`src/rtl/rxs_pkg.sv`:
```
// Package: shared constants for the receive status block.
// Assumes: nothing beyond the standard.
package rxs_pkg;
    // Index of each sticky error flag in the error vector.
    localparam int unsigned ERR_OVR = 0;
    localparam int unsigned ERR_FRM = 1;
    localparam int unsigned ERR_PAR = 2;
    localparam int unsigned N_ERR   = 3;
endpackage

```
`src/rtl/rxs_sticky.sv`:
```
// Module: one sticky status flag with priority set.
// Assumes: set and clear are single-cycle requests; set wins a tie.
module rxs_sticky (
    input  logic clk,
    input  logic rst_n,
    input  logic set_i,
    input  logic clr_i,
    output logic q_o
);
    logic q;

    // Flag register: set has priority over clear.
    always_ff @(posedge clk) begin
        if (!rst_n)     q <= 1'b0;
        else if (set_i) q <= 1'b1;
        else if (clr_i) q <= 1'b0;
    end

    assign q_o = q;

    p_set_wins_r8: assert property (@(posedge clk) disable iff (!rst_n)
        set_i |=> q_o);
    p_clear_drops_r6: assert property (@(posedge clk) disable iff (!rst_n)
        (clr_i && !set_i) |=> !q_o);
    p_hold_idle_r6: assert property (@(posedge clk) disable iff (!rst_n)
        (!clr_i && !set_i) |=> $stable(q_o));
endmodule

```
`src/rtl/rxs_data_hold.sv`:
```
// Module: receive data register with data-full and mirror flags.
// Assumes: frm_vld is a one-cycle strobe; a read in the same cycle as a
// frame consumes the old word, so the new frame is accepted.
module rxs_data_hold #(
    parameter int unsigned DW = 8
) (
    input  logic          clk,
    input  logic          rst_n,
    input  logic          frm_vld,
    input  logic [DW-1:0] frm_data,
    input  logic          cpu_rd,
    input  logic          brk_clr,
    output logic [DW-1:0] data_o,
    output logic          full_o,
    output logic          mirror_o,
    output logic          overrun_o
);
    logic [DW-1:0] data_q;
    logic          full_q;
    logic          mirror_q;
    logic          load;

    // Overrun: unread word still present and not being read now.
    assign overrun_o = frm_vld & full_q & ~cpu_rd;
    assign load      = frm_vld & ~overrun_o;

    // Data register: captures accepted frames only.
    always_ff @(posedge clk) begin
        if (!rst_n)    data_q <= '0;
        else if (load) data_q <= frm_data;
    end

    // Primary full flag: set on load, cleared by read or LIN break.
    always_ff @(posedge clk) begin
        if (!rst_n)                full_q <= 1'b0;
        else if (load)             full_q <= 1'b1;
        else if (cpu_rd | brk_clr) full_q <= 1'b0;
    end

    // Mirror full flag: set on load, cleared only by LIN break.
    always_ff @(posedge clk) begin
        if (!rst_n)       mirror_q <= 1'b0;
        else if (load)    mirror_q <= 1'b1;
        else if (brk_clr) mirror_q <= 1'b0;
    end

    assign data_o   = data_q;
    assign full_o   = full_q;
    assign mirror_o = mirror_q;

    p_load_sets_full_r2: assert property (@(posedge clk) disable iff (!rst_n)
        (frm_vld && !overrun_o) |=> (full_o && mirror_o));
    p_overrun_keeps_data_r4: assert property (@(posedge clk) disable iff (!rst_n)
        overrun_o |=> $stable(data_o));
    p_read_clears_full_r3: assert property (@(posedge clk) disable iff (!rst_n)
        (cpu_rd && !frm_vld) |=> !full_o);
    p_mirror_ignores_read_r3: assert property (@(posedge clk) disable iff (!rst_n)
        (mirror_o && !brk_clr) |=> mirror_o);
    p_full_implies_mirror_r3: assert property (@(posedge clk) disable iff (!rst_n)
        full_o |-> mirror_o);
endmodule

```
`src/rtl/rx_status_regs.sv`:
```
// Module: receive data register, status flags and receive interrupt of an
// asynchronous serial port.
// Assumes: all strobes are synchronous to clk; break clearing applies only
// while lin_mode is 1; set events beat clears in the same cycle.
module rx_status_regs #(
    parameter int unsigned DW = 8
) (
    input  logic          clk,
    input  logic          rst_n,
    input  logic          frm_vld,
    input  logic [DW-1:0] frm_data,
    input  logic          frm_ferr,
    input  logic          frm_perr,
    input  logic          cpu_rd,
    input  logic          cpu_clr_err,
    input  logic          rie,
    input  logic          lin_mode,
    input  logic          brk_det,
    output logic [DW-1:0] rx_data,
    output logic          full,
    output logic          full_mirror,
    output logic          ovr_err,
    output logic          frm_err,
    output logic          par_err,
    output logic          data_invalid,
    output logic          rx_irq
);
    import rxs_pkg::*;

    logic             brk_clr;
    logic             overrun;
    logic [N_ERR-1:0] err_set;
    logic [N_ERR-1:0] err_q;

    // Break clearing is honoured only in LIN operation.
    assign brk_clr = lin_mode & brk_det;

    rxs_data_hold #(.DW(DW)) i_hold (
        .clk       (clk),
        .rst_n     (rst_n),
        .frm_vld   (frm_vld),
        .frm_data  (frm_data),
        .cpu_rd    (cpu_rd),
        .brk_clr   (brk_clr),
        .data_o    (rx_data),
        .full_o    (full),
        .mirror_o  (full_mirror),
        .overrun_o (overrun)
    );

    // Set sources of the sticky error flags.
    always_comb begin
        err_set          = '0;
        err_set[ERR_OVR] = overrun;
        err_set[ERR_FRM] = frm_vld & frm_ferr;
        err_set[ERR_PAR] = frm_vld & frm_perr;
    end

    for (genvar g = 0; g < N_ERR; g++) begin : g_err
        rxs_sticky i_flag (
            .clk   (clk),
            .rst_n (rst_n),
            .set_i (err_set[g]),
            .clr_i (cpu_clr_err | brk_clr),
            .q_o   (err_q[g])
        );
    end

    assign ovr_err      = err_q[ERR_OVR];
    assign frm_err      = err_q[ERR_FRM];
    assign par_err      = err_q[ERR_PAR];
    assign data_invalid = ovr_err | frm_err;
    assign rx_irq       = rie & (full | (|err_q));

    p_irq_masked_r9: assert property (@(posedge clk) disable iff (!rst_n)
        !rie |-> !rx_irq);
    p_irq_on_data_r9: assert property (@(posedge clk) disable iff (!rst_n)
        (rie && full) |-> rx_irq);
    p_invalid_on_ovr_r10: assert property (@(posedge clk) disable iff (!rst_n)
        (ovr_err || frm_err) |-> data_invalid);
    p_break_clears_r7: assert property (@(posedge clk) disable iff (!rst_n)
        (lin_mode && brk_det && !frm_vld) |=> (!full && !full_mirror && !ovr_err && !frm_err && !par_err));
endmodule

```
`config.mk`:
```
export PLATFORM = sky130hd
export DESIGN_NAME = rx_status_regs
export DESIGN_NICKNAME = d
export VERILOG_FILES = /design/src/rtl/rxs_pkg.sv /design/src/rtl/rxs_sticky.sv /design/src/rtl/rxs_data_hold.sv /design/src/rtl/rx_status_regs.sv
export SDC_FILE = /design/constraint.sdc
export NUM_CORES = 1
export LEC_CHECK = 0
export ABC_AREA = 1
export ABC_CLOCK_PERIOD_IN_PS = 850
export BUFFER_PORTS_ARGS = -buffer_cell sky130_fd_sc_hd__buf_2
export CAP_MARGIN = 20
export CORE_MARGIN = 10
export CORE_UTILIZATION = 37
export CTS_CLUSTER_DIAMETER = 150
export DETAILED_ROUTE_END_ITERATION = 8
export PLACE_DENSITY = 0.72
export SKIP_CTS_REPAIR_TIMING = 1
export SYNTH_ARGS = -nofsm -noshare
export SYNTH_HDL_FRONTEND = slang
export SYNTH_SLANG_ARGS = --single-unit
export TNS_END_PERCENT = 20
```
`constraint.sdc`:
```
create_clock -name clk -period 0.85 [get_ports clk]
set_input_delay 0.085 -clock clk [delete_from_list [all_inputs] [get_ports clk]]
set_output_delay 0.085 -clock clk [all_outputs]
set_load 0.01 [all_outputs]
```
==> results.md, run 1 <==
- Outcome: finished with violations
- Failing checks: setup timing
- Total number of clock tree sinks: 13
- Flip-flop and latch count after synthesis: 13
- Synth warnings: 0
- Number of cells on the worst hold path: 3
- Master of the slowest instance on the critical path: sky130_fd_sc_hd__dfxtp_4
- Final core occ: 52.6%
- Detail Route Antenna Nets: 0
- Max-capacitance violation count: 0
- Worst clock skew on the final layout: 0.00668 ns
- Gate Count Post-Synth: 80
- Detailed Route WL: 1440 microns
- Final Max Tran Viols: 0
- Relative contribution of combinational cells to total power: 19.1%
- Power spent charging and discharging nets: 356 uW
- Worst hold path endpoint: g_err[2].i_flag.q_o
- Maximum resistive drop on vdd: 0.730 mV
- Internal cell power: 955 uW
- Maximum clock frequency: 991 MHz
- Area growth, synth to finish: 34.9%
- Register-to-Register Setup Slack: 0.01 ns
- Number of global-route vias before repair: 533
- Overall fraction of global-route tracks in use: 8.08%
- Routed via count: 589
- Sequential cell area fraction in the yosys report: 44.8%
- Die outline height: 59.6 microns
- Max clock buf depth: 2
- Transition time of the tightest slew-check pin: 0.348 ns
- I/O pin count: 33
- Site row count: 14
- Width of the die: 59.6 microns
- Gpl congestion: 0.730
- Iter 0 DRT Violations: 4
- Pin count of the biggest net entering global routing: 21
- Hold Vio Cnt, Final: 0
- Fraction of layout instances using a drive strength above 1: 43.8%
- Root Buffer: sky130_fd_sc_hd__clkbuf_4
- Global-route wire length before repair: 2350 microns
- Hold slack: 0.0587 ns
- Area of the core: 1490 sq um
- Post-detailed-placement half-perimeter wirelength: 1120 microns
- Classification of the worst setup path: reg2out
- Die Outline Area: 3550 sq um
- Clock transition at the registers of the reported paths: 0.07 ns
- Post-detailed-route DRC marker count: 0
- Tightest Hold Check Type: in2reg
- CP cell instances: nor2_1, a21boi_1, buf_2
- Total iterations of the first detailed-routing run: 4
- Sw Ratio: 27.2%
- Final critical-path share of the clock period: 119%
- Data arrival at the endpoint of the critical path: 0.92 ns
- Post-Synthesis Net Count: 98
- Global route overflow: 0
- Beginning of the worst register-to-register path: i_hold.full_o
- Leak Pwr: 0.445 nW
- Wirelength per Cell: 11.3 microns
- Count of filler cells inserted in the layout: 157
- Data required, critical path: 0.76 ns
- Per-instance average area after synthesis: 7.26 sq um
- HP Start: frm_perr
- Initial core utilization: 39.0%
- Slew margin rel.: 76.8%
- Shortest period the worst path allows: 1.01 ns
- Power Total: 1.31 mW
- Final setup margin: -0.159 ns
- Number of cells on the worst reg-to-reg path: 3
- Number of buffers created by CTS: 3
- TritonCTS clock tree: done
- Detailed-route vias per instance: 4.60
- Worst setup SP type: flop
- Maximum fanout count along the critical path: 5
- Worst setup slack before clock tree synthesis: 0.0212 ns
- IO Port Bufs: 32
- Setup repair after global routing missed its margin: true
- Setup crit end kind: output pin
- Clk pwr share: 28.8%
- Number of antenna violations at the first check in global routing: 0
- Skew-Pair Late Insertion Delay: 0.27 ns
- Total number of nets in the final design: 131
- Critical Path Max Stage Delay: 0.38 ns
- Count of final setup violators: 3
- Antenna Cells: 0
- Max H-tree Level: 1
- Post-synthesis instance area: 581 sq um
- Sequential power share: 52.1%
- Power density normalized to cell area: 1670 nW/um^2
- Destination of the worst register-to-register timing path: i_hold.full_o
- Distinct cells, synth: 12
-- metrics by stage --
stage	setup TNS (ns)	cell area (sq um)	cells
after global routing	-0.790	783	128
after floorplan	0	584	80
final	-0.283	783	128
after global placement	0	729	124
after CTS	-0.384	756	128
after detailed placement	0	729	124
-- cell usage in the layout (no fill, tap or decap) --
cell type	Yosys	routed
sky130_fd_sc_hd__clkbuf_1	0	1
sky130_fd_sc_hd__a21oi_1	13	13
sky130_fd_sc_hd__nand3_2	1	1
sky130_fd_sc_hd__buf_2	1	30
sky130_fd_sc_hd__inv_1	12	12
sky130_fd_sc_hd__dfxtp_1	13	2
sky130_fd_sc_hd__nor2_1	10	9
sky130_fd_sc_hd__buf_6	2	2
sky130_fd_sc_hd__dfxtp_4	0	1
sky130_fd_sc_hd__a21boi_1	0	1
sky130_fd_sc_hd__nand2_4	1	1
sky130_fd_sc_hd__dfxtp_2	0	10
sky130_fd_sc_hd__nor2_2	0	1
sky130_fd_sc_hd__nand2_1	13	13
sky130_fd_sc_hd__clkbuf_4	0	3
sky130_fd_sc_hd__nand3_1	12	12
-- registers in the layout, indices dropped and copies added (netlist names) --
signal            count
i_hold.mirror_o       1
i_hold.data_o         8
i_hold.full_o         1
g_err.i_flag.q_o      3
-- final cells by class --
class / instances / area (sq um) / area share (%)
clock buffers: 4 / 26.3 / 3.35
inverters: 12 / 45.0 / 5.75
multi-input cells: 51 / 243 / 31.0
flip-flops and latches: 13 / 277 / 35.3
well taps: 16 / 20.0 / 2.56
repair buffers: 32 / 173 / 22.0
-- cell usage after synthesis (all sizes together) --
| cell type | count | area share (%) |
|---|---|---|
| nand3 | 13 | 12 |
| nand2 | 14 | 10 |
| nor2 | 10 | 6.5 |
| buf | 4 | 6.0 |
| a21boi | 1 | 1.3 |
| dfxtp | 13 | 45 |
| inv | 12 | 7.8 |
| a21oi | 13 | 11 |
-- power groups by stage --
stage	clock network, mW	logic [mW]	registers, mW
final	0.377	0.250	0.683
after CTS	0.384	0.245	0.675
after detailed placement	0	0.244	0.689
after global placement	0	0.240	0.689
after floorplan	0	0.129	0.711
after global routing	0.417	0.289	0.689
-- worst max path at each step --
stage	startpoint	depth (start not counted)	endpoint
6_report	i_hold.full_o	3	rx_irq
5_1_grt	g_err[0].i_flag.q_o	3	rx_irq
4_1_cts	i_hold.full_o	3	rx_irq
3_5_place_dp	i_hold.full_o	3	i_hold.full_o
3_3_place_gp	i_hold.full_o	4	i_hold.data_o[2]
2_1_floorplan	i_hold.full_o	4	i_hold.data_o[0]
-- metal layers --
layer | vias up | GRT usage [%] | wire (microns)
li1 | 317 | - | -
met1 | 248 | 10.0 | 637
met2 | 24 | 10.8 | 580
met4 | 0 | 1.92 | 0
met3 | 0 | 5.79 | 224
met5 | - | 0 | 0
-- logic make-up after synthesis --
group,Yosys count,share of synthesized area (%)
compound gates,14,12.5
buf+inv,16,13.8
flops,13,44.8
simple gates,37,28.9
-- critical path, delay by kind of cell (launching register included) --
| kind | cells | cell delay (ns) |
|---|---|---|
| simple gates | 1 | 0.04 |
| flops | 1 | 0.38 |
| compound gates | 1 | 0.10 |
| buf+inv | 1 | 0.14 |
No activity file was read; power rests on OpenSTA's default activity.
==> run 2: changes to the inputs <==
--- a/config.mk
+++ b/config.mk
@@ -6,14 +6,14 @@
 export NUM_CORES = 1
 export LEC_CHECK = 0
 export ABC_AREA = 1
-export ABC_CLOCK_PERIOD_IN_PS = 850
+export ABC_CLOCK_PERIOD_IN_PS = 1000
 export BUFFER_PORTS_ARGS = -buffer_cell sky130_fd_sc_hd__buf_2
 export CAP_MARGIN = 20
 export CORE_MARGIN = 10
-export CORE_UTILIZATION = 37
+export CORE_UTILIZATION = 41
 export CTS_CLUSTER_DIAMETER = 150
 export DETAILED_ROUTE_END_ITERATION = 8
-export PLACE_DENSITY = 0.72
+export PLACE_DENSITY = 0.75
 export SKIP_CTS_REPAIR_TIMING = 1
 export SYNTH_ARGS = -nofsm -noshare
 export SYNTH_HDL_FRONTEND = slang
==> constraint.sdc (replaced) <==
create_clock -name clk -period 1 [get_ports clk]
set_input_delay 0.1 -clock clk [delete_from_list [all_inputs] [get_ports clk]]
set_output_delay 0.1 -clock clk [all_outputs]
set_load 0.01 [all_outputs]
==> run 2 against run 1 <==
The flow still finishes with violations (setup timing). Clock-buffer cell count fell by 1. Critical path type unchanged. Critical path depth did not move. Sequential cell count did not move. Cell area rose by 0.32%. Clock skew fell by 0.0022 ns. Critical endpoint unchanged. Total power fell by 15%.
==> results.md, run 2 (synthesized netlist as in run 1, its figures left out) <==
- Outcome: finished with violations
- Failing checks: setup timing
- Leak Pwr: 0.455 nW
- Bufs and invs on worst path: 1
- Iter 0 DRT Violations: 4
- Area growth, synth to finish: 35.3%
- Worst setup SP type: flop
- Power Total: 1.11 mW
- Worst clock skew on the final layout: 0.00444 ns
- Global route overflow: 0
- Sequential power share: 51.8%
- Critical path's top delay family: flip-flops
- Root Buffer: sky130_fd_sc_hd__clkbuf_4
- Fraction of layout instances using a drive strength above 1: 40.4%
- Master of the slowest instance on the critical path: sky130_fd_sc_hd__dfxtp_2
- Data required, critical path: 0.90 ns
- Final std cell area, no fill: 786 sq um
- Classification of the worst setup path: reg2out
- Routed via count: 612
- Total iterations of the first detailed-routing run: 4
- Power density normalized to cell area: 1410 nW/um^2
- Max-capacitance violation count: 0
- Maximum clock frequency: 964 MHz
- Data arrival at the endpoint of the critical path: 0.94 ns
- Die outline height: 57.6 microns
- Final critical-path share of the clock period: 104%
- Detailed-route vias per instance: 4.74
- Detailed Route WL: 1520 microns
- Critical Path Source: g_err[1].i_flag.q_o
- Total number of clock tree sinks: 13
- Tightest Hold Check Type: in2reg
- Number of flip-flops under the largest register name: 8
- Post-detailed-placement half-perimeter wirelength: 1140 microns
- Slew margin rel.: 77.9%
- Final setup margin: -0.0376 ns
- Worst path depth: 3
- Number of buffers created by CTS: 3
- Endpoint of the most critical setup path: rx_irq
- Power spent charging and discharging nets: 309 uW
- Site row count: 13
- Number of antenna violations at the first check in global routing: 0
- Initial core utilization: 44.1%
- Relative contribution of combinational cells to total power: 19.6%
- Number of global-route vias before repair: 545
- TritonCTS clock tree: done
- Maximum resistive drop on vdd: 0.856 mV
- Clk pwr share: 28.6%
- I/O pin count: 33
- Beginning of the worst register-to-register path: i_hold.full_o
- Count of filler cells inserted in the layout: 134
- Clock transition at the registers of the reported paths: 0.08 ns
- Area of the core: 1320 sq um
- Setup crit end kind: output pin
- Gpl congestion: 0.783
- Placement-stage cell area: 724 sq um
- Most common cell after layout, fill and taps aside: sky130_fd_sc_hd__buf_2
- Die Outline Area: 3320 sq um
- Wirelength per Cell: 11.8 microns
- CP cell instances: nor2_2, a21boi_1, buf_2
- Max H-tree Level: 1
- Pin count of the biggest net entering global routing: 21
- Placed instance count: 123
- Global-route wire length before repair: 2430 microns
- Antenna Cells: 0
- Number of cells on the worst hold path: 3
- Count of final setup violators: 1
- Critical Path Max Stage Delay: 0.35 ns
- IO Port Bufs: 32
- Skew-Pair Late Insertion Delay: 0.27 ns
- Shortest period the worst path allows: 1.04 ns
- Sw Ratio: 27.8%
- Hold Vio Cnt, Final: 0
- Internal cell power: 802 uW
- Maximum fanout count along the critical path: 3
- Final core occ: 59.6%
- Transition time of the tightest slew-check pin: 0.332 ns
- Total number of nets in the final design: 133
- Number of cells on the worst reg-to-reg path: 4
- Final Max Tran Viols: 0
- Destination of the worst register-to-register timing path: i_hold.data_o[5]
- Commonest cells after routing, fill and taps aside: sky130_fd_sc_hd__buf_2, sky130_fd_sc_hd__a21oi_1, sky130_fd_sc_hd__nand2_1
- Register-to-Register Setup Slack: 0.15 ns
- Setup repair after global routing missed its margin: true
- Post-detailed-route DRC marker count: 0
- Detail Route Antenna Nets: 0
- Width of the die: 57.6 microns
- Max clock buf depth: 2
- Post-layout instance count excluding filler cells: 129
- Overall fraction of global-route tracks in use: 9.03%
[run 2: changes by cell type in the layout (fill, tap and decap cells not counted), sizes merged]
cell    before  now
buf         32   34
clkbuf       4    3
clkinv       0    1
[run 2: area by class of cell]
type | count | area (sq um) | share of cell area, %
repair buffers | 34 | 181 | 23.1
well taps | 15 | 18.8 | 2.39
inverters | 12 | 45.0 | 5.73
flip-flops and latches | 13 | 268 | 34.1
multi-input cells | 51 | 245 | 31.2
clock buffers | 3 | 22.5 | 2.87
clock inverters | 1 | 5.00 | 0.637
[run 2: how the worst min path moves through the flow]
stage / start / end
6_report: frm_perr / g_err[2].i_flag.q_o
5_1_grt: frm_perr / g_err[2].i_flag.q_o
4_1_cts: frm_perr / g_err[2].i_flag.q_o
3_5_place_dp: frm_perr / g_err[2].i_flag.q_o
3_3_place_gp: frm_ferr / g_err[1].i_flag.q_o
2_1_floorplan: frm_ferr / g_err[1].i_flag.q_o
[run 2: through the flow]
step	hold WS, ns	worst slack (ns)	TNS, ns
6_report	0.0669	-0.0376	-0.0376
5_1_grt	0.0507	-0.144	-0.225
4_1_cts	0.0683	-0.215	-0.233
3_5_place_dp	0.367	0.0920	0
3_3_place_gp	0.360	0.122	0
2_1_floorplan	0.248	0.0355	0
[run 2: power groups by stage]
stage                     combinational, mW  sequential (mW)  clock (mW)
after detailed placement              0.208            0.587           0
after global placement                0.204            0.587           0
final                                 0.218            0.576       0.317
after floorplan                       0.110            0.605           0
after global routing                  0.245            0.582       0.363
after CTS                             0.209            0.576       0.331
[run 2: worst reg2reg max path, stage by stage, from the launching register on]
cell                      delay (ns)
sky130_fd_sc_hd__dfxtp_4        0.37
sky130_fd_sc_hd__nand2_4        0.17
sky130_fd_sc_hd__nand3_1        0.10
sky130_fd_sc_hd__nand2_1        0.07
sky130_fd_sc_hd__nor2_1         0.04
[run 2: routing by layer]
layer	GRT usage, %	share of wire, %	vias up
met5	0	0	-
met4	6.04	0.53	0
met3	4.14	8.8	2
met2	12.0	43	23
met1	11.2	47	264
li1	-	-	323
